==> src/rtl/pot_pkg.sv <==
package pot_pkg;

    typedef enum logic [1:0] {
        PH_POWERUP = 2'd0,
        PH_READY   = 2'd1,
        PH_STORING = 2'd2
    } pot_phase_e;

    typedef struct packed {
        logic sel_n;
        logic strobe_n;
        logic dir_up;
    } pot_pins_t;

    typedef struct packed {
        logic step;
        logic up;
        logic save;
        logic deselected;
    } pot_cmd_t;

    localparam pot_pins_t PINS_IDLE = '{sel_n: 1'b1, strobe_n: 1'b1, dir_up: 1'b0};

    function automatic logic [15:0] sat_step(logic [15:0] cur, logic up, logic [15:0] lim);
        logic [15:0] nxt;
        nxt = cur;
        if (up && (cur != lim))
            nxt = cur + 16'd1;
        else if (!up && (cur != 16'd0))
            nxt = cur - 16'd1;
        return nxt;
    endfunction

endpackage

==> src/rtl/pot_pin_sync.sv <==
module pot_pin_sync
    import pot_pkg::*;
#(
    parameter int SYNC_STAGES = 2
) (
    input  logic      clk,
    input  logic      rst,
    input  pot_pins_t pins_i,
    output pot_cmd_t  cmd_o
);
    pot_pins_t stg [SYNC_STAGES];
    pot_pins_t prev_q;
    pot_pins_t cur;

    generate
        for (genvar i = 0; i < SYNC_STAGES; i++) begin : g_stage
            if (i == 0) begin : g_first
                always_ff @(posedge clk) begin
                    if (rst) stg[i] <= PINS_IDLE;
                    else     stg[i] <= pins_i;
                end
            end else begin : g_rest
                always_ff @(posedge clk) begin
                    if (rst) stg[i] <= PINS_IDLE;
                    else     stg[i] <= stg[i-1];
                end
            end
        end
    endgenerate

    assign cur = stg[SYNC_STAGES-1];

    always_ff @(posedge clk) begin
        if (rst) prev_q <= PINS_IDLE;
        else     prev_q <= cur;
    end

    always_comb begin
        cmd_o.step       = !cur.sel_n && prev_q.strobe_n && !cur.strobe_n;
        cmd_o.up         = cur.dir_up;
        cmd_o.save       = cur.sel_n && !prev_q.sel_n && cur.strobe_n;
        cmd_o.deselected = cur.sel_n;
    end

endmodule

==> src/rtl/pot_nv_seq.sv <==
module pot_nv_seq
    import pot_pkg::*;
#(
    parameter int TAP_W        = 6,
    parameter int NV_DEFAULT   = 32,
    parameter int PUD_CYCLES   = 2000,
    parameter int STORE_CYCLES = 1000000
) (
    input  logic             clk,
    input  logic             rst,
    input  logic             save_i,
    input  logic [TAP_W-1:0] tap_i,
    output logic             ready_o,
    output logic             recall_o,
    output logic [TAP_W-1:0] nv_o
);
    localparam int CNT_MAX = (PUD_CYCLES > STORE_CYCLES) ? PUD_CYCLES : STORE_CYCLES;
    localparam int CNT_W   = $clog2(CNT_MAX + 1);

    pot_phase_e       phase_q;
    logic [CNT_W-1:0] cnt_q;
    logic [TAP_W-1:0] nv_q = TAP_W'(NV_DEFAULT);
    logic             store_go;
    logic             cnt_done;

    assign cnt_done = (cnt_q == '0);
    assign store_go = (phase_q == PH_READY) && save_i;
    assign recall_o = (phase_q == PH_POWERUP) && cnt_done;
    assign ready_o  = (phase_q == PH_READY);
    assign nv_o     = nv_q;

    always_ff @(posedge clk) begin
        if (rst) begin
            phase_q <= PH_POWERUP;
            cnt_q   <= CNT_W'(PUD_CYCLES - 1);
        end else begin
            unique case (phase_q)
                PH_POWERUP: begin
                    if (cnt_done) phase_q <= PH_READY;
                    else          cnt_q   <= cnt_q - 1'b1;
                end
                PH_READY: begin
                    if (store_go) begin
                        phase_q <= PH_STORING;
                        cnt_q   <= CNT_W'(STORE_CYCLES - 1);
                    end
                end
                PH_STORING: begin
                    if (cnt_done) phase_q <= PH_READY;
                    else          cnt_q   <= cnt_q - 1'b1;
                end
                default: phase_q <= PH_READY;
            endcase
        end
    end

    always_ff @(posedge clk) begin
        if (store_go && !rst) nv_q <= tap_i;
    end

    p_store_capture_r4: assert property (@(posedge clk) disable iff (rst)
        store_go |=> (phase_q == PH_STORING) && (nv_q == $past(tap_i)));

    p_powerup_busy_r6: assert property (@(posedge clk) disable iff (rst)
        $fell(rst) |-> (phase_q == PH_POWERUP) && !ready_o);

endmodule

==> src/rtl/pot_tap_reg.sv <==
module pot_tap_reg
    import pot_pkg::*;
#(
    parameter int TAP_W = 6
) (
    input  logic             clk,
    input  logic             rst,
    input  logic             load_i,
    input  logic [TAP_W-1:0] load_val_i,
    input  logic             step_i,
    input  logic             up_i,
    output logic [TAP_W-1:0] tap_o
);
    localparam logic [TAP_W-1:0] TAP_MAX = '1;

    logic [TAP_W-1:0] tap_q;
    logic [TAP_W-1:0] tap_stepped;

    assign tap_stepped = TAP_W'(sat_step(16'(tap_q), up_i, 16'(TAP_MAX)));
    assign tap_o = tap_q;

    always_ff @(posedge clk) begin
        if (rst)         tap_q <= '0;
        else if (load_i) tap_q <= load_val_i;
        else if (step_i) tap_q <= tap_stepped;
    end

    p_step_size_r2: assert property (@(posedge clk) disable iff (rst)
        !load_i |=> (tap_q == $past(tap_q)) || ({1'b0, tap_q} == {1'b0, $past(tap_q)} + 1'b1)
                    || ({1'b0, tap_q} + 1'b1 == {1'b0, $past(tap_q)}));

    p_no_wrap_top_r3: assert property (@(posedge clk) disable iff (rst)
        (!load_i && step_i && up_i && tap_q == TAP_MAX) |=> tap_q == TAP_MAX);

    p_no_wrap_bottom_r3: assert property (@(posedge clk) disable iff (rst)
        (!load_i && step_i && !up_i && tap_q == '0) |=> tap_q == '0);

endmodule

==> src/rtl/pot_tap_decode.sv <==
module pot_tap_decode #(
    parameter int TAP_W = 6
) (
    input  logic [TAP_W-1:0]      tap_i,
    output logic [(1<<TAP_W)-1:0] sel_o
);
    localparam int NTAPS = 1 << TAP_W;

    generate
        for (genvar k = 0; k < NTAPS; k++) begin : g_sw
            assign sel_o[k] = (tap_i == TAP_W'(k));
        end
    endgenerate

endmodule

==> src/rtl/pot_wiper_ctrl.sv <==
module pot_wiper_ctrl
    import pot_pkg::*;
#(
    parameter int TAP_W        = 6,
    parameter int SYNC_STAGES  = 2,
    parameter int NV_DEFAULT   = 32,
    parameter int PUD_CYCLES   = 2000,
    parameter int STORE_CYCLES = 1000000
) (
    input  logic                  clk,
    input  logic                  rst,
    input  logic                  sel_n_i,
    input  logic                  strobe_n_i,
    input  logic                  dir_up_i,
    output logic [TAP_W-1:0]      tap_o,
    output logic [(1<<TAP_W)-1:0] wiper_sel_o,
    output logic                  busy_o,
    output logic                  standby_o
);
    pot_pins_t        pins;
    pot_cmd_t         cmd;
    logic             ready;
    logic             recall;
    logic [TAP_W-1:0] nv_val;

    assign pins = '{sel_n: sel_n_i, strobe_n: strobe_n_i, dir_up: dir_up_i};

    pot_pin_sync #(.SYNC_STAGES(SYNC_STAGES)) u_sync (
        .clk    (clk),
        .rst    (rst),
        .pins_i (pins),
        .cmd_o  (cmd)
    );

    pot_nv_seq #(
        .TAP_W        (TAP_W),
        .NV_DEFAULT   (NV_DEFAULT),
        .PUD_CYCLES   (PUD_CYCLES),
        .STORE_CYCLES (STORE_CYCLES)
    ) u_nv (
        .clk      (clk),
        .rst      (rst),
        .save_i   (cmd.save),
        .tap_i    (tap_o),
        .ready_o  (ready),
        .recall_o (recall),
        .nv_o     (nv_val)
    );

    pot_tap_reg #(.TAP_W(TAP_W)) u_tap (
        .clk        (clk),
        .rst        (rst),
        .load_i     (recall),
        .load_val_i (nv_val),
        .step_i     (cmd.step && ready),
        .up_i       (cmd.up),
        .tap_o      (tap_o)
    );

    pot_tap_decode #(.TAP_W(TAP_W)) u_dec (
        .tap_i (tap_o),
        .sel_o (wiper_sel_o)
    );

    assign busy_o    = !ready;
    assign standby_o = cmd.deselected;

    p_onehot_r1: assert property (@(posedge clk) disable iff (rst)
        ($countones(wiper_sel_o) == 1) && wiper_sel_o[tap_o]);

    p_standby_hold_r5: assert property (@(posedge clk) disable iff (rst)
        (standby_o && !recall) |=> $stable(tap_o));

    p_busy_hold_r7: assert property (@(posedge clk) disable iff (rst)
        (busy_o && !recall) |=> $stable(tap_o));

endmodule

==> config.mk <==
export PLATFORM = sky130hd
export DESIGN_NAME = pot_wiper_ctrl
export DESIGN_NICKNAME = d
export VERILOG_FILES = /design/src/rtl/pot_pkg.sv /design/src/rtl/pot_pin_sync.sv /design/src/rtl/pot_nv_seq.sv /design/src/rtl/pot_tap_reg.sv /design/src/rtl/pot_tap_decode.sv /design/src/rtl/pot_wiper_ctrl.sv
export SDC_FILE = /design/constraint.sdc
export NUM_CORES = 1
export LEC_CHECK = 0
export BUFFER_PORTS_ARGS = -buffer_cell sky130_fd_sc_hd__buf_4
export CORE_MARGIN = 1
export CORE_UTILIZATION = 51
export CTS_CLUSTER_SIZE = 14
export DETAILED_ROUTE_END_ITERATION = 7
export HOLD_SLACK_MARGIN = 0.06
export PLACE_DENSITY = 0.88
export SYNTH_ARGS = -nofsm -noshare
export SYNTH_HDL_FRONTEND = slang
export SYNTH_SLANG_ARGS = --single-unit
==> constraint.sdc <==
create_clock -name clk -period 2.8 [get_ports clk]
set_input_delay 0.42 -clock clk [delete_from_list [all_inputs] [get_ports clk]]
set_output_delay 0.42 -clock clk [all_outputs]
set_load 0.02 [all_outputs]
# After elaboration in Yosys (flattened, before gate mapping)
# Memory sizes are Yosys's and may differ from the RTL's.
# Cells that the tools add are included.
dict set report totals {
  register_bits 36
  ramBits 6
  out_inout_bits 72
  word_cells 123
  mem_count 1
}
dict set report op_classes {
  addsub 3
  n_eq_ne 69
  mux 15
  n_bitwise 2
  reduce_logical 27
}
# name depth word_bits rd rd_clocked_by_memory_dff write_ports line
set mem_list {}
lappend mem_list {u_sync.stg 2 3 2 0 2 pot_pin_sync.sv:11} ;# pot_pins_t stg [SYNC_STAGES];
# cell n
set ops {}
lappend ops {{$eq 6x6->1 const B} 32}
lappend ops {{$eq 6x5->1 const B} 16}
lappend ops {{$eq 6x4->1 const B} 8}
lappend ops {{$mux 20} 2}
lappend ops {{$pmux 20 s2} 1}
lappend ops {{$eq 6x3->1 const B} 4}
lappend ops {{$mux 6} 4}
lappend ops {{$logic_not 20->1} 1}
lappend ops {{$sub 20x1->20 const B} 1}
lappend ops {{$eq 6x2->1 const B} 2}
lappend ops {{$logic_and 1x1->1} 10}
lappend ops {{$add 6x1->6 const B} 1}
lappend ops {{$eq 6x1->1 const B} 1}
lappend ops {{$logic_not 1->1} 6}
lappend ops {{$logic_not 6->1} 1}
lappend ops {{$mux 3} 2}
lappend ops {{$ne 6x6->1 const B} 1}
lappend ops {{$reduce_bool 6->1} 1}
lappend ops {{$sub 6x1->6 const B} 1}
lappend ops {{$mux 2} 2}
lappend ops {{$ne 2x1->1 const B} 2}
lappend ops {{$pmux 2 s2} 1}
lappend ops {{$reduce_and 2->1} 2}
lappend ops {{$reduce_bool 2->1} 2}
lappend ops {{other kinds (9)} 12}

# Longest topological paths before layout
# Gate-level depths: netlist of run 1.
# An unclocked memory read counts as a cell.
dict set report depth {
  word_depth 7
  ltp_mapped 8
}

# Hierarchy
# Synthesis of run 1 repeated with hierarchy kept, for this count alone.
dict set report unflattened {
  hier_cells 323
  hier_area_um2 2620.0
}
# module instances cells_each area_each_um2
set by_module_without_submodules {}
lappend by_module_without_submodules {pot_nv_seq 1 152 1416.4}
lappend by_module_without_submodules {pot_tap_reg 1 54 490.5}
lappend by_module_without_submodules {pot_tap_decode 1 95 461.7}
lappend by_module_without_submodules {pot_pin_sync 1 20 241.5}
lappend by_module_without_submodules {pot_wiper_ctrl 1 2 10.0}

# Worst setup path after synthesis of run 1
# OpenSTA, ideal clock, no wires.
dict set report synth_timing {
  kind {flip-flop to output port}
  startpoint {reg u_tap.tap_q[0], in the netlist u_tap.tap_o[0]}
  endpoint {out wiper_sel_o[16]}
  t_arrival_ns 1.700
  required_time_ns 2.380
  setup_slack_ns 0.680
  stages_incl_launch_ff 6
  n_path_buf 1
  cell_sequence {dfxtp_1 inv_1 ha_1 or3b_2 clkbuf_1 nor2_1}
}
dict set report synth_between {
  elab_chain_len 1
}
# element line
set synth_lines {}
lappend synth_lines {{start, declared} pot_tap_reg.sv:16} ;# logic [TAP_W-1:0] tap_q;
lappend synth_lines {{start signal, assigned} pot_tap_reg.sv:24} ;# else if (load_i) tap_q <= load_val_i;
lappend synth_lines {{start signal, assigned} pot_tap_reg.sv:25} ;# else if (step_i) tap_q <= tap_stepped;
lappend synth_lines {{$eq 6x5->1} pot_tap_decode.sv:11} ;# assign sel_o[k] = (tap_i == TAP_W'(k));
lappend synth_lines {{end, declared} pot_wiper_ctrl.sv:16} ;# output logic [(1<<TAP_W)-1:0] wiper_sel_o,
# No other way between the ends.

# Worst setup path in the final report of run 1
dict set report layout_timing {
  startpoint {reg u_tap.tap_q[0], in the netlist u_tap.tap_o[0]}
  endpoint {out wiper_sel_o[48]}
}
dict set report layout_between {
  elab_chain_len 1
}
# element line
set layout_lines {}
lappend layout_lines {{$eq 6x6->1} pot_tap_decode.sv:11}
# No other way between the ends.

==> flow_metrics.env, run 1 <==
export IMPL_antenna_found_initial=0
export IMPL_syn_inst=327
export IMPL_area_delta_synth_final_pct=28.7
export IMPL_cp_start_kind="flop"
export IMPL_cts_tree="yes"
export IMPL_numClockSinks=42
export IMPL_ctsRootBufferMaster="clkbuf_8"
export IMPL_synth_top_area_frac=0.286
export IMPL_num_vias=2594
export IMPL_p_per_area_nw_per_um2=369
export IMPL_clkTransAtPathRegs_ps=80
export IMPL_period_share=0.860
export IMPL_finalMaxSlewViolations=0
export IMPL_wl_um=6530
export IMPL_gr_total_overflow=0
export IMPL_ys_seq_area_frac=0.358
export IMPL_ys_types=50
export IMPL_synth_ff_type="dfxtp_1"
export IMPL_multiInputGateArea_um2=1510
export IMPL_grt_pass1_wl_um=10600
export IMPL_synth_top_cell_by_area="dfxtp_1"
export IMPL_cts_setup_buffers=0
export IMPL_arrival_ps=1990
export IMPL_async_reset_ff_frac=0
export IMPL_core_region_area_um2=4720
export IMPL_grt_use_total=0.254
export IMPL_htree_levels=2
export IMPL_peakVddDrop_mv=0.282
export IMPL_boundaryPins=77
export IMPL_routedWlPerCell_um=14.1
export IMPL_cts_max_path_buffers=2
export IMPL_die_x_um=72.2
export IMPL_final_nets=405
export IMPL_fillers=374
export IMPL_post_cts_resized=0
export IMPL_synth_warnings=0
export IMPL_rows=25
export IMPL_avgSynthCellArea_um2=7.69
export IMPL_synth_enable_flop_cells=6
export IMPL_grt_pass1_vias=2367
export IMPL_crit_chain="inv_1, ha_1, or3b_2, nor2_1, buf_4"
export IMPL_cp_required_ps=2380
export IMPL_slowest_stage="or3b_2"
export IMPL_setup_violations=0
export IMPL_diodes=0
export IMPL_hold_buffers=0
export IMPL_viasPerCell=5.61
export IMPL_cp_max_fo=9
export IMPL_route_detailed_drc=0
export IMPL_status="complete, no violations"
export IMPL_rsz0062_at_grt="no"
export IMPL_ant_nets=0
export IMPL_worstMarginPinSlew_ps=673
export IMPL_total_power_mw=1.19
export IMPL_cap_violations=0
export IMPL_io_buffers=76
export IMPL_hold_viol=0
export IMPL_cts_buffers_inserted=5
export IMPL_syn_area_um2=2520
export IMPL_post_dp_hpwl_um=4870
export IMPL_grt_max_degree=25
export IMPL_p_leak_nw=1.26
export IMPL_final_setup_tns_ps=0
export IMPL_fmax_mhz=415
export IMPL_post_place_ws_ps=604
export IMPL_crit_type="flop to primary output"
export IMPL_drive_gt1_frac=0.268
export IMPL_gp_congestion=0.888
export IMPL_start_util=0.533
export IMPL_cp_num_buf_inv=2
export IMPL_clk_latency_ps=290
export IMPL_endpoint_kind="primary output"
export IMPL_period_needed_ps=2410
export IMPL_drtIter0Drc=169
export IMPL_slew_headroom=0.547
export IMPL_layout_commonest_cell="nor2_1"
export IMPL_die_h_um=72.2
export IMPL_crit_family="simple AND/OR/NAND/NOR gates"
export IMPL_first_pass_iters=4
export IMPL_layout_common_cells="nor2_1 (80), buf_4 (77), dfxtp_1 (36)"
export IMPL_finalClockSkew_ps=9.77
export IMPL_regArea_um2=901
export IMPL_setup_slack_ps=393
export IMPL_cpPeakStageDelay_ps=550
export IMPL_syn_nets=338
export IMPL_ys_seq_elements=42
export IMPL_die_area_um2=5220
export IMPL_ys_top_cells_by_area="dfxtp_1 (29%), nor2_1 (12%), edfxtp_1 (7.2%), nand2_1 (4.3%), o211ai_1 (3.6%)"
export IMPL_min_delay_path_class="primary input to flop"
## power breakdown
group	total [mW]	switching (mW)	internal, mW
Sequential	0.624	0.00654	0.617
Clock	0.534	0.213	0.321
Combinational	0.0366	0.0206	0.0160
Total	1.19	0.240	0.954
## metal layers
| metal | track usage | part of all wire | vias to the layer above |
|---|---|---|---|
| met3 | 0.0514 | 0.050 | 11 |
| met2 | 0.463 | 0.52 | 93 |
| met5 | 0 | 0 | - |
| met1 | 0.295 | 0.41 | 1219 |
| met4 | 0.0893 | 0.012 | 0 |
| li1 | - | - | 1271 |
## state kept, by name, summed over array words and instances (netlist names)
name           flops
u_nv.phase_q       2
u_sync.prev_q      2
u_sync.stg         6
u_nv.cnt_q        20
u_tap.tap_o        6
u_nv.nv_o          6
## final timing paths
| kind | depth (start not counted) | slack, ps | to | startpoint |
|---|---|---|---|---|
| setup / recovery | 5 | 390 | wiper_sel_o[48] | u_tap.tap_o[0] |
| hold / removal | 2 | 300 | u_sync.stg[0][2] | sel_n_i |
| setup reg to reg | 7 | 580 | u_tap.tap_o[1] | u_tap.tap_o[0] |
| hold reg to reg | 1 | 420 | u_sync.stg[1][2] | u_sync.stg[0][2] |
## kinds of logic (layout without fill, tap and decap cells)
logic type	count (synthesis)	in the layout	synth area share
simple gates	183	183	0.365
compound gates	55	55	0.153
fa+ha+maj	6	6	0.0298
flops	42	42	0.358
mux	1	1	0.00398
buf+inv	26	94	0.0418
xor+xnor	14	14	0.0487
## final cells by class
cell class	count	area share
repair buffers	77	0.178
clock buffers	6	0.0290
well taps	67	0.0259
inverters	9	0.0104
multi-input cells	259	0.466
flip-flops and latches	42	0.278
clock inverters	2	0.0120
## synth_stat cells (2+ instances only)
master / n
or2_2: 11
xor2_1: 10
a31oi_1: 5
or3_1: 4
o21a_1: 2
nand2_1: 29
xnor2_1: 4
inv_1: 8
ha_1: 6
a21oi_1: 7
a211oi_1: 6
nand3b_1: 2
and2_1: 4
nor2b_1: 5
nor4_1: 4
nor3_1: 8
clkbuf_1: 16
edfxtp_1: 6
o211ai_1: 12
nand4_1: 4
nand3_1: 11
nor4b_1: 4
or2b_1: 2
nor2_1: 80
nand2b_1: 3
or3b_2: 2
o21ai_0: 12
dfxtp_1: 36
or4_1: 3
## per-stage QoR
stage	hold slack (ps)	cell area, um^2	util	cells
after global routing	296	3240	0.686	462
after floorplan	389	2520	-	327
after detailed placement	400	3110	0.658	454
after global placement	391	3110	0.658	454
after CTS	301	3240	0.686	462
final	304	3240	0.686	462
## worst reg2reg max path, stage by stage (launching register included)
cell and delay [ps]:
dfxtp_1 400, inv_1 180, ha_1 270, or3b_2 550, o21ai_0 240, o22ai_1 130, and2_1 180, o31ai_1 200
Power figures use the tool's default switching activity.
==> run 2: changes to the inputs <==
--- a/config.mk
+++ b/config.mk
@@ -11,7 +11,7 @@
 export CTS_CLUSTER_SIZE = 14
 export DETAILED_ROUTE_END_ITERATION = 7
 export HOLD_SLACK_MARGIN = 0.06
-export PLACE_DENSITY = 0.88
+export PLACE_DENSITY = 0.79
 export SYNTH_ARGS = -nofsm -noshare
 export SYNTH_HDL_FRONTEND = slang
 export SYNTH_SLANG_ARGS = --single-unit
==> run 2 against run 1 <==
  * Sequential power about the same
  * Clock-buffer cell count increased by 1
  * Sequential cell count unchanged
  * Register-to-register slack got worse by 50 ps
  * Setup slack got worse by 33 ps
  * Final cell count is the same
  * Non-clock buffer count did not move
  * Fmax shrank 1.3%
  * Die area stayed put
  * Utilization is 0.11 points lower
  * Clock power shrank 4.3%
  * Global-route usage grew 1.4 points
  * Critical path type unchanged
  * Critical endpoint is now wiper_sel_o[16]
  * Largest cell class unchanged
==> flow_metrics.env, run 2 (same netlist as run 1, synthesis figures left out) <==
export IMPL_status="complete, no violations"
export IMPL_finalClockSkew_ps=7.32
export IMPL_final_core_util=0.685
export IMPL_grt_pass1_vias=2395
export IMPL_route_detailed_drc=0
export IMPL_period_needed_ps=2440
export IMPL_numClockSinks=42
export IMPL_boundaryPins=77
export IMPL_num_vias=2585
export IMPL_rows=25
export IMPL_min_delay_path_class="primary input to flop"
export IMPL_drive_gt1_frac=0.268
export IMPL_worstMarginPinSlew_ps=789
export IMPL_first_pass_iters=4
export IMPL_die_x_um=72.2
export IMPL_wl_um=6870
export IMPL_finalMaxSlewViolations=0
export IMPL_slowest_stage="or3b_2"
export IMPL_p_sw_mw=0.253
export IMPL_power_switching_share=0.216
export IMPL_clk_latency_ps=300
export IMPL_routedWlPerCell_um=14.9
export IMPL_layout_commonest_cell="nor2_1"
export IMPL_p_int_mw=0.919
export IMPL_rsz0062_at_grt="no"
export IMPL_hold_buffers=0
export IMPL_die_h_um=72.2
export IMPL_cts_buffers_inserted=5
export IMPL_crit_family="simple AND/OR/NAND/NOR gates"
export IMPL_cap_violations=0
export IMPL_top_register="u_nv.cnt_q"
export IMPL_cp_required_ps=2380
export IMPL_final_nets=405
export IMPL_crit_type="flop to primary output"
export IMPL_cp_num_buf_inv=2
export IMPL_arrival_ps=2020
export IMPL_clkTransAtPathRegs_ps=80
export IMPL_clockPowerShare=0.437
export IMPL_htree_levels=2
export IMPL_diodes=0
export IMPL_final_setup_tns_ps=0
export IMPL_hold_viol=0
export IMPL_layout_common_cells="nor2_1 (80), buf_4 (77), dfxtp_1 (36)"
export IMPL_area_delta_synth_final_pct=28.5
export IMPL_slew_headroom=0.469
export IMPL_start_util=0.533
export IMPL_grt_use_total=0.268
export IMPL_crit_chain="inv_1, ha_1, or3b_2, nor2_1, buf_4"
export IMPL_viasPerCell=5.60
export IMPL_peakVddDrop_mv=0.273
export IMPL_p_per_area_nw_per_um2=362
export IMPL_cts_setup_buffers=0
export IMPL_post_cts_resized=0
export IMPL_ctsRootBufferMaster="clkbuf_8"
export IMPL_setup_violations=0
export IMPL_grt_pass1_wl_um=11100
export IMPL_post_dp_hpwl_um=5080
export IMPL_grt_max_degree=25
export IMPL_endpoint_kind="primary output"
export IMPL_cp_start_kind="flop"
export IMPL_fmax_mhz=410
export IMPL_antenna_found_initial=0
export IMPL_core_region_area_um2=4720
export IMPL_cp_max_fo=9
export IMPL_die_area_um2=5220
export IMPL_cpPeakStageDelay_ps=540
export IMPL_largest_reg_flops=20
export IMPL_pwr_share_comb=0.031
export IMPL_cts_max_path_buffers=2
export IMPL_cts_tree="yes"
export IMPL_ant_nets=0
export IMPL_gp_congestion=0.925
export IMPL_io_buffers=76
export IMPL_gr_total_overflow=0
export IMPL_p_leak_nw=1.26
export IMPL_drtIter0Drc=335
export IMPL_period_share=0.871
export IMPL_seqPwrFrac=0.532
## run 2: power by group through the flow
| stage | Combinational, mW | Sequential (mW) | Clock (mW) |
|---|---|---|---|
| 5_1_grt | 0.0401 | 0.624 | 0.540 |
| 3_5_place_dp | 0.0359 | 0.637 | 0 |
| 3_3_place_gp | 0.0354 | 0.637 | 0 |
| 2_1_floorplan | 0.0238 | 0.636 | 0 |
| 6_report | 0.0366 | 0.623 | 0.511 |
| 4_1_cts | 0.0366 | 0.623 | 0.515 |
## run 2: final cells by class
type                       instances  area (um^2)
multi-input combinational        259         1510
clock buffer                       7          119
sequential                        42          901
clock inverter                     1         8.76
timing repair buffer              77          578
fill                             384         1490
tap                               67         83.8
inverter                           9         33.8
## run 2: worst paths after layout
check                         from                to  slack, ps  cells past startpoint
setup / recovery    u_tap.tap_o[0]   wiper_sel_o[16]        360                      5
hold / removal             sel_n_i  u_sync.stg[0][2]        300                      2
setup reg to reg    u_nv.cnt_q[16]     u_nv.cnt_q[0]        530                      5
hold reg to reg   u_sync.stg[0][1]  u_sync.stg[1][1]        410                      1
## run 2: worst register-to-register path, stage by stage (launching register included)
cell and delay (ps):
dfxtp_1 370, nor4_1 710, nand2_1 300, o21ai_1 490, xnor2_1 190, nand2_1 80
## run 2: metal layers
layer | GRT usage | part of all wire
met1 | 0.345 | 0.44
met2 | 0.453 | 0.50
met3 | 0.0486 | 0.051
met4 | 0.0915 | 0.013
met5 | 0 | 0
## run 2: through the flow
stage / cells / instance area (um^2) / total power [mW] / hold slack, ps / setup WS [ps]
2_1_floorplan: 327 / 2520 / 0.660 / 389 / 680
4_1_cts: 462 / 3230 / 1.17 / 299 / 359
3_3_place_gp: 454 / 3110 / 0.672 / 391 / 585
3_5_place_dp: 454 / 3110 / 0.673 / 394 / 570
6_report: 462 / 3230 / 1.17 / 304 / 360
5_1_grt: 462 / 3230 / 1.20 / 295 / 250
